===== src/rtl/hbi_pkg.sv =====
package hbi_pkg;
  localparam int BYTE_W = 8;
  localparam int BLK_W  = 6;

  typedef enum logic [1:0] {
    OP_FRAME = 2'b00,
    OP_BLEN  = 2'b01,
    OP_CTRL  = 2'b10,
    OP_PINS  = 2'b11
  } hbi_op_e;

  typedef enum logic [1:0] {
    PND_NONE = 2'd0,
    PND_BAUD = 2'd1,
    PND_ADDR = 2'd2
  } hbi_pend_e;

  // all-zero is the reset value of every setting
  typedef struct packed {
    logic [BYTE_W-1:0] baud_n;
    logic              pre32;
    logic              two_stop;
    logic              even;
    logic              par_en;
    logic              crc_sel;
    logic [BLK_W-1:0]  blk_len;
    logic              tx_en;
    logic              rx_en;
    logic              rts_on;
    logic              wake_mode;
    logic [BYTE_W-1:0] wake_addr;
    logic              irq_pol;
    logic              p1_route;
    logic              p0;
  } hbi_cfg_t;
endpackage


===== src/rtl/hbi_strobe.sv =====
module hbi_strobe (
  input  logic clk,
  input  logic rst_n,
  input  logic cs_n,
  input  logic rd_n,
  input  logic wr_n,
  output logic rd_ev,
  output logic wr_ev,
  output logic rd_on
);
  logic rd_act, wr_act;
  logic rd_q, wr_q;

  // both strobes low is not a valid access
  assign rd_act = ~cs_n & ~rd_n & wr_n;
  assign wr_act = ~cs_n & ~wr_n & rd_n;

  always_ff @(posedge clk or negedge rst_n) begin
    if (!rst_n) begin
      rd_q <= 1'b0;
      wr_q <= 1'b0;
    end else begin
      rd_q <= rd_act;
      wr_q <= wr_act;
    end
  end

  assign rd_ev = rd_act & ~rd_q;
  assign wr_ev = wr_act & ~wr_q;
  assign rd_on = rd_act;
endmodule


===== src/rtl/hbi_cmd.sv =====
module hbi_cmd
  import hbi_pkg::*;
(
  input  logic              clk,
  input  logic              rst_n,
  input  logic              wr_ev,
  input  logic              cd,
  input  logic [BYTE_W-1:0] din,
  output hbi_cfg_t          cfg,
  output logic              baud_load,
  output logic              clr_now,
  output logic              soft_rst,
  output logic              err_clr
);
  hbi_cfg_t  cfg_q, cfg_d;
  hbi_pend_e pend_q, pend_d;
  logic      sr_q, sr_d, ec_q, ec_d;
  logic      cmd_ev;
  hbi_op_e   op;

  assign cmd_ev = wr_ev & cd;
  assign op     = hbi_op_e'(din[7:6]);

  always_comb begin
    cfg_d     = cfg_q;
    pend_d    = pend_q;
    sr_d      = 1'b0;
    ec_d      = 1'b0;
    baud_load = 1'b0;
    clr_now   = 1'b0;
    if (cmd_ev) begin
      case (pend_q)
        PND_BAUD: begin
          cfg_d.baud_n = din;
          pend_d       = PND_NONE;
          baud_load    = 1'b1;
        end
        PND_ADDR: begin
          cfg_d.wake_addr = din;
          pend_d          = PND_NONE;
        end
        default: begin
          case (op)
            OP_FRAME: begin
              cfg_d.pre32    = din[0];
              cfg_d.two_stop = din[2];
              cfg_d.crc_sel  = din[3];
              cfg_d.par_en   = din[4];
              cfg_d.even     = din[5];
              if (din[1]) pend_d = PND_BAUD;
            end
            OP_BLEN: cfg_d.blk_len = din[BLK_W-1:0];
            OP_CTRL: begin
              if (din[5]) begin
                cfg_d   = '0;
                pend_d  = PND_NONE;
                sr_d    = 1'b1;
                clr_now = 1'b1;
              end else begin
                ec_d            = din[4];
                cfg_d.rts_on    = din[3];
                cfg_d.wake_mode = din[2];
                cfg_d.rx_en     = din[1];
                cfg_d.tx_en     = din[0];
                if (din[2]) pend_d = PND_ADDR;
              end
            end
            default: begin
              cfg_d.irq_pol  = din[2];
              cfg_d.p1_route = din[1];
              cfg_d.p0       = din[0];
            end
          endcase
        end
      endcase
    end
  end

  always_ff @(posedge clk or negedge rst_n) begin
    if (!rst_n) begin
      cfg_q  <= '0;
      pend_q <= PND_NONE;
      sr_q   <= 1'b0;
      ec_q   <= 1'b0;
    end else begin
      cfg_q  <= cfg_d;
      pend_q <= pend_d;
      sr_q   <= sr_d;
      ec_q   <= ec_d;
    end
  end

  assign cfg      = cfg_q;
  assign soft_rst = sr_q;
  assign err_clr  = ec_q;
endmodule


===== src/rtl/hbi_baud.sv =====
module hbi_baud #(
  parameter int PRE_LO = 2,
  parameter int PRE_HI = 32,
  parameter int DIV_W  = 8
) (
  input  logic             clk,
  input  logic             rst_n,
  input  logic             restart,
  input  logic             pre32,
  input  logic [DIV_W-1:0] div_n,
  output logic             tick
);
  localparam int PC_W = $clog2(PRE_HI);

  logic [PC_W-1:0]  pc_q, pc_d, pre_top;
  logic [DIV_W-1:0] dc_q, dc_d;
  logic             tick_q, tick_d;
  logic             pre_hit, div_hit;

  assign pre_top = pre32 ? PC_W'(PRE_HI - 1) : PC_W'(PRE_LO - 1);
  assign pre_hit = (pc_q >= pre_top);
  assign div_hit = (dc_q >= div_n);

  always_comb begin
    pc_d   = pc_q;
    dc_d   = dc_q;
    tick_d = 1'b0;
    if (restart) begin
      pc_d = '0;
      dc_d = '0;
    end else begin
      pc_d = pre_hit ? '0 : pc_q + 1'b1;
      if (pre_hit) begin
        dc_d   = div_hit ? '0 : dc_q + 1'b1;
        tick_d = div_hit;
      end
    end
  end

  always_ff @(posedge clk or negedge rst_n) begin
    if (!rst_n) begin
      pc_q   <= '0;
      dc_q   <= '0;
      tick_q <= 1'b0;
    end else begin
      pc_q   <= pc_d;
      dc_q   <= dc_d;
      tick_q <= tick_d;
    end
  end

  assign tick = tick_q;
endmodule


===== src/rtl/host_bus_if.sv =====
module host_bus_if
  import hbi_pkg::*;
#(
  parameter int PRE_LO = 2,
  parameter int PRE_HI = 32
) (
  input  logic              clk,
  input  logic              rst_n,
  input  logic              cs_n,
  input  logic              cd,
  input  logic              rd_n,
  input  logic              wr_n,
  input  logic [BYTE_W-1:0] din,
  output logic [BYTE_W-1:0] dout,
  output logic              dout_oe,
  output logic              tx_push,
  output logic [BYTE_W-1:0] tx_data,
  output logic              rx_pop,
  input  logic [BYTE_W-1:0] rx_data,
  input  logic              st_crc_err,
  input  logic              st_par_err,
  input  logic              st_ovr_err,
  input  logic              st_frm_err,
  input  logic              st_tx_buf_empty,
  input  logic              st_rx_full,
  input  logic              st_rx_pkt_end,
  input  logic              st_tx_idle,
  input  logic              st_tx_pkt_done,
  input  logic              st_wake_held,
  output logic              cfg_two_stop,
  output logic              cfg_even_par,
  output logic              cfg_par_en,
  output logic              cfg_crc_en,
  output logic [BLK_W-1:0]  cfg_blk_len,
  output logic              tx_en,
  output logic              rx_en,
  output logic              wake_mode,
  output logic [BYTE_W-1:0] wake_addr,
  output logic              soft_rst,
  output logic              err_clr,
  output logic              baud_tick,
  output logic              rts_n,
  output logic              p0,
  output logic              p1,
  output logic              irq
);
  logic [1:0]        rs_q;
  logic              rst_i_n;
  logic              rd_ev, wr_ev, rd_on;
  logic              baud_load, clr_now;
  hbi_cfg_t          cfg;
  logic              sel2_q, sel2_d;
  logic [BYTE_W-1:0] dout_q, dout_d;
  logic              irq_q, irq_d;
  logic              irq_req;
  logic [BYTE_W-1:0] st1, st2;

  // reset asserts at once, releases on the clock
  always_ff @(posedge clk or negedge rst_n) begin
    if (!rst_n) rs_q <= 2'b00;
    else        rs_q <= {rs_q[0], 1'b1};
  end
  assign rst_i_n = rs_q[1];

  hbi_strobe u_strobe (
    .clk   (clk),
    .rst_n (rst_i_n),
    .cs_n  (cs_n),
    .rd_n  (rd_n),
    .wr_n  (wr_n),
    .rd_ev (rd_ev),
    .wr_ev (wr_ev),
    .rd_on (rd_on)
  );

  hbi_cmd u_cmd (
    .clk       (clk),
    .rst_n     (rst_i_n),
    .wr_ev     (wr_ev),
    .cd        (cd),
    .din       (din),
    .cfg       (cfg),
    .baud_load (baud_load),
    .clr_now   (clr_now),
    .soft_rst  (soft_rst),
    .err_clr   (err_clr)
  );

  hbi_baud #(
    .PRE_LO (PRE_LO),
    .PRE_HI (PRE_HI),
    .DIV_W  (BYTE_W)
  ) u_baud (
    .clk     (clk),
    .rst_n   (rst_i_n),
    .restart (baud_load | clr_now),
    .pre32   (cfg.pre32),
    .div_n   (cfg.baud_n),
    .tick    (baud_tick)
  );

  assign st1 = {1'b0, st_crc_err, st_par_err, st_ovr_err, st_frm_err,
                st_tx_buf_empty, st_rx_full, st_rx_pkt_end};
  assign st2 = {1'b1, 3'b000, st_tx_idle, st_tx_pkt_done, st_wake_held,
                cfg.wake_mode};
  assign irq_req = st_tx_buf_empty | st_rx_full | st_rx_pkt_end;

  always_comb begin
    sel2_d = sel2_q;
    dout_d = dout_q;
    irq_d  = cfg.irq_pol ? irq_req : ~irq_req;
    if (clr_now)          sel2_d = 1'b0;
    else if (rd_ev && cd) sel2_d = ~sel2_q;
    if (rd_ev) dout_d = cd ? (sel2_q ? st2 : st1) : rx_data;
  end

  always_ff @(posedge clk or negedge rst_i_n) begin
    if (!rst_i_n) begin
      sel2_q <= 1'b0;
      dout_q <= '0;
      irq_q  <= 1'b1;
    end else begin
      sel2_q <= sel2_d;
      dout_q <= dout_d;
      irq_q  <= irq_d;
    end
  end

  assign dout         = dout_q;
  assign dout_oe      = rd_on;
  assign tx_push      = wr_ev & ~cd;
  assign tx_data      = din;
  assign rx_pop       = rd_ev & ~cd;
  assign cfg_two_stop = cfg.two_stop;
  assign cfg_even_par = cfg.even;
  assign cfg_par_en   = cfg.par_en;
  assign cfg_crc_en   = cfg.crc_sel & ~cfg.par_en;
  assign cfg_blk_len  = cfg.blk_len;
  assign tx_en        = cfg.tx_en;
  assign rx_en        = cfg.rx_en;
  assign wake_mode    = cfg.wake_mode;
  assign wake_addr    = cfg.wake_addr;
  assign rts_n        = ~cfg.rts_on;
  assign p0           = cfg.p0;
  assign p1           = cfg.p1_route ? st_tx_pkt_done : cfg.p0;
  assign irq          = irq_q;
endmodule


===== config.mk =====
export PLATFORM = sky130hd
export DESIGN_NAME = host_bus_if
export DESIGN_NICKNAME = d
export VERILOG_FILES = /design/src/rtl/hbi_pkg.sv /design/src/rtl/hbi_strobe.sv /design/src/rtl/hbi_cmd.sv /design/src/rtl/hbi_baud.sv /design/src/rtl/host_bus_if.sv
export SDC_FILE = /design/constraint.sdc
export NUM_CORES = 1
export LEC_CHECK = 0
export BUFFER_PORTS_ARGS = -buffer_cell sky130_fd_sc_hd__buf_2
export CAP_MARGIN = 5
export CELL_PAD_IN_SITES_DETAIL_PLACEMENT = 2
export CELL_PAD_IN_SITES_GLOBAL_PLACEMENT = 2
export CORE_UTILIZATION = 30
export DETAILED_ROUTE_END_ITERATION = 16
export PLACE_DENSITY = 0.75
export SYNTH_ARGS = -nofsm -noshare
export SYNTH_HDL_FRONTEND = slang
export SYNTH_SLANG_ARGS = --single-unit

===== constraint.sdc =====
create_clock -name clk -period 1.8 [get_ports clk]
set_input_delay 0 -clock clk [delete_from_list [all_inputs] [get_ports clk]]
set_output_delay 0 -clock clk [all_outputs]
set_load 0.02 [all_outputs]

==> impl_metrics.py <==
metrics = {
    "setup_path": {
        "max_stage_delay_ns": 0.52,
        "path_cells": "or4b_4 -> or3_4 -> and3_4 -> a32oi_4 -> o41ai_4",
        "cp-end-kind": "register",
        "r2r_cells": 5,
        "crit_required_ns": 1.99,
        "cp.arrival_ns": 2.21,
        "r2r-start": "u_strobe.wr_q$_DFF_PN0_",
        "crit_fanout": 6,
        "r2r_end": "u_baud.dc_q[4]$_DFFE_PN0P_",
        "path_delay_family": "simple AND/OR/NAND/NOR gates",
        "crit_buf_inv": 0,
        "r2r_setup_slack_ns": -0.22,
        "crit_start": "u_strobe.wr_q$_DFF_PN0_",
        "critPathSlowestCell": "or4b_4",
        "worst-setup-path-type": "register to register",
        "crit_path_start_kind": "register",
    },
    "outcome": {
        "status": "finished with violations",
        "violations": "hold timing, setup timing",
    },
    "grt": {
        "grt_pass1_wl_um": 18100,
        "grt.overflow.total": 0,
        "antenna_found_initial": 0,
        "grt_max_degree": 28,
        "grt_pass1_vias": 3332,
        "grt_util_all_layers": 0.205,
    },
    "yosys": {
        "yosys-top-cells-area": "dfrtp_1 47%, ha_1 6.8%, buf_4 5.2%",
        "yosys.area.top_type_share": 0.466,
        "ys_warn_count": 0,
        "syn_avg_cell_area_um2": 10.1,
        "synth_nets": 398,
        "seq_area_frac_synth": 0.473,
        "yosys.area.top_type": "dfrtp_1",
        "ys_types": 43,
        "ys_top_cells_by_count": "65 x dfrtp_1, 31 x o21ai_0, 25 x inv_1, 25 x nand2_1, 24 x buf_4",
        "synth-edff-count": 0,
        "ys.flop_type": "dfrtp_1",
        "ys_seq_elements": 66,
        "yosysMostFrequentCell": "dfrtp_1",
        "async_flop_share": 1.00,
        "syn_area_um2": 3490,
        "netlist_instances": 347,
    },
    "clocking": {
        "clkTransAtPathRegs_ns": 0.06,
        "clk_latency_ns": 0.33,
        "cts_buffer_depth": 2,
        "cts_sinks": 66,
        "cts_tree": "yes",
        "cts_made_buffers": 9,
        "cts.htree.levels": 3,
        "clock-root-buffer": "clkbuf_16",
    },
    "detailed_routing": {
        "routedWlPerCell_um": 21.8,
        "vias": 3101,
        "dr.pass1.iters": 4,
        "antenna_left": 0,
        "drc": 0,
        "drt_iter0_markers": 75,
        "drt_wl_total_um": 13200,
        "via_per_inst": 5.09,
    },
    "sta": {
        "fmax_ghz": 0.496,
        "fin_crit_sh": 1.12,
        "setup_ws_ns": -0.216,
        "setup_viol": 30,
        "worstMarginPinSlew_ns": 0.536,
        "maxSlewHeadroom": 0.643,
        "rsz0062_at_grt": "yes",
        "fin_skew_ns": 0.00494,
        "holdWs_ns": -0.00546,
        "slew_violations": 0,
        "finalHoldViolations": 2,
        "tns_ns": -3.10,
        "finalCriticalPeriod_ns": 2.02,
    },
    "floorplan": {
        "fp.dieW_um": 110,
        "design.die.area_um2": 12100,
        "fp.dieH_um": 110,
        "start_util": 0.307,
        "top_level_ports": 79,
        "rows": 39,
        "coreArea_um2": 11400,
    },
    "power_and_ir_drop": {
        "leakagePower_nw": 2.40,
        "power.density_nw_per_um2": 1450,
        "peakVddDrop_uv": 586,
    },
    "final_layout": {
        "fill_cells": 1184,
        "nNetsFinal": 512,
        "fin_area_um2": 5150,
        "diodes": 0,
        "drive_gt1_frac": 0.491,
        "area_growth_pct": 47.6,
    },
    "placed_design": {
        "dp_slack_ns": -0.255,
        "io_buffers": 78,
        "dp_hpwl_um": 7740,
        "place_area_um2": 4110,
        "place.gp.congestion": 0.742,
    },
    "worst_hold_path": {
        "hold_depth": 3,
        "hp-start": "rx_data[3]",
        "worstHoldEndpoint": "dout[3]$_DFFE_PN0P_",
        "hold_path.class": "primary input to register",
    },
    "run": {
        "drv_cap": 0,
    },
}
==> timing repair <==
item                                    in CTS  in global routing
endpoints found under the setup margin      21                 38
endpoints found under the hold margin       12                  2
gates resized for setup                     33                 84
pin swaps                                   16                 16
hold buffers                                12                  2
buffers inserted                             5                  5
cloned                                       1                  2
==> metal layers <==
layer,GRT usage,vias up,part of all wire
met2,0.376,70,0.56
met3,0.0314,15,0.031
li1,-,1418,-
met5,0,-,0
met1,0.233,1598,0.39
met4,0.0876,0,0.017
==> worst register-to-register path: cells and delay by family, from the launching register on <==
kind	cells	cell delay (ns)
DFF	1	0.40
and+or+nand+nor	3	1.14
AOI/OAI and AO/OA	2	0.33
==> through the flow <==
stage	power, mW	instances	util
final	7.47	609	0.453
after global routing	7.87	609	0.453
after global placement	4.47	567	0.362
after CTS	6.82	601	0.417
after floorplan	3.79	347	-
after detailed placement	4.66	567	0.362
==> worst max path at each step <==
stage / endpoint / slack (ns) / cells past startpoint
floorplan: u_baud.dc_q[2]$_DFFE_PN0P_ / -0.20 / 6
global placement: u_baud.dc_q[2]$_DFFE_PN0P_ / -0.1 / 5
detailed placement: u_baud.dc_q[6]$_DFFE_PN0P_ / -0.26 / 8
CTS: u_baud.dc_q[6]$_DFFE_PN0P_ / -0.16 / 5
global route: u_baud.dc_q[4]$_DFFE_PN0P_ / -0.28 / 8
finish: u_baud.dc_q[4]$_DFFE_PN0P_ / -0.22 / 5
==> registers in the layout, indices dropped and copies added, names as in the netlist <==
name and count:
u_cmd.cfg 34, dout 8, u_baud.dc_q 8, u_baud.pc_q 5
rs_q 2, u_cmd.pend_q 2, irq 1, sel2_q 1
u_baud.tick 1, u_cmd.err_clr 1, u_cmd.soft_rst 1, u_strobe.rd_q 1
u_strobe.wr_q 1
==> layout by cell type (no fill, tap or decap), drive strengths merged <==
| master | count |
|---|---|
| or3 | 3 |
| o31ai | 1 |
| or2 | 2 |
| nand2 | 25 |
| a211oi | 4 |
| bufinv | 1 |
| inv | 26 |
| xnor2 | 2 |
| nor4b | 1 |
| a22oi | 2 |
| a31oi | 1 |
| dfrtp | 65 |
| dlygate4sd3 | 14 |
| buf | 125 |
| o41ai | 6 |
| o21ai | 31 |
| nand3 | 23 |
| nor2 | 18 |
| dfstp | 1 |
| clkbuf | 10 |
| clkinvlp | 2 |
| or4b | 1 |
| clkinv | 2 |
| o22ai | 1 |
| ha | 19 |
| nand3b | 1 |
| conb | 1 |
| a21oi | 10 |
| xor2 | 3 |
| nand4 | 1 |
| mux2 | 16 |
| a32o | 1 |
| nand2b | 7 |
| mux2i | 6 |
| nor2b | 10 |
| and3 | 11 |
| nor3b | 2 |
| nor3 | 5 |
| a32oi | 6 |
==> report_power, final <==
group	switching, mW	total, mW	internal, mW
clock	0.688	1.80	1.11
combinational	1.88	3.46	1.59
sequential	0.329	2.21	1.88
==> area by class of cell <==
cell class / instances / area (µm²) / share of cell area
clock buffers: 10 / 239 / 0.0464
repair buffers: 139 / 933 / 0.181
multi-input cells: 220 / 1990 / 0.386
clock inverters: 6 / 63.8 / 0.0124
flip-flops and latches: 66 / 1650 / 0.321
inverters: 25 / 93.8 / 0.0182
well taps: 143 / 179 / 0.0347
==> logic make-up (layout without fill, tap and decap cells) <==
group,count (synthesis),after routing,synth area share
muxes,22,22,0.0688
AOI/OAI and AO/OA,63,63,0.112
xor gates and xnor gates,5,5,0.0125
buffers and inverters,62,180,0.0957
adders and majority gates,19,19,0.0681
DFF,66,66,0.473
other,1,1,0.00107
and+or+nand+nor,109,110,0.168
(Power assumes the default switching activity.)
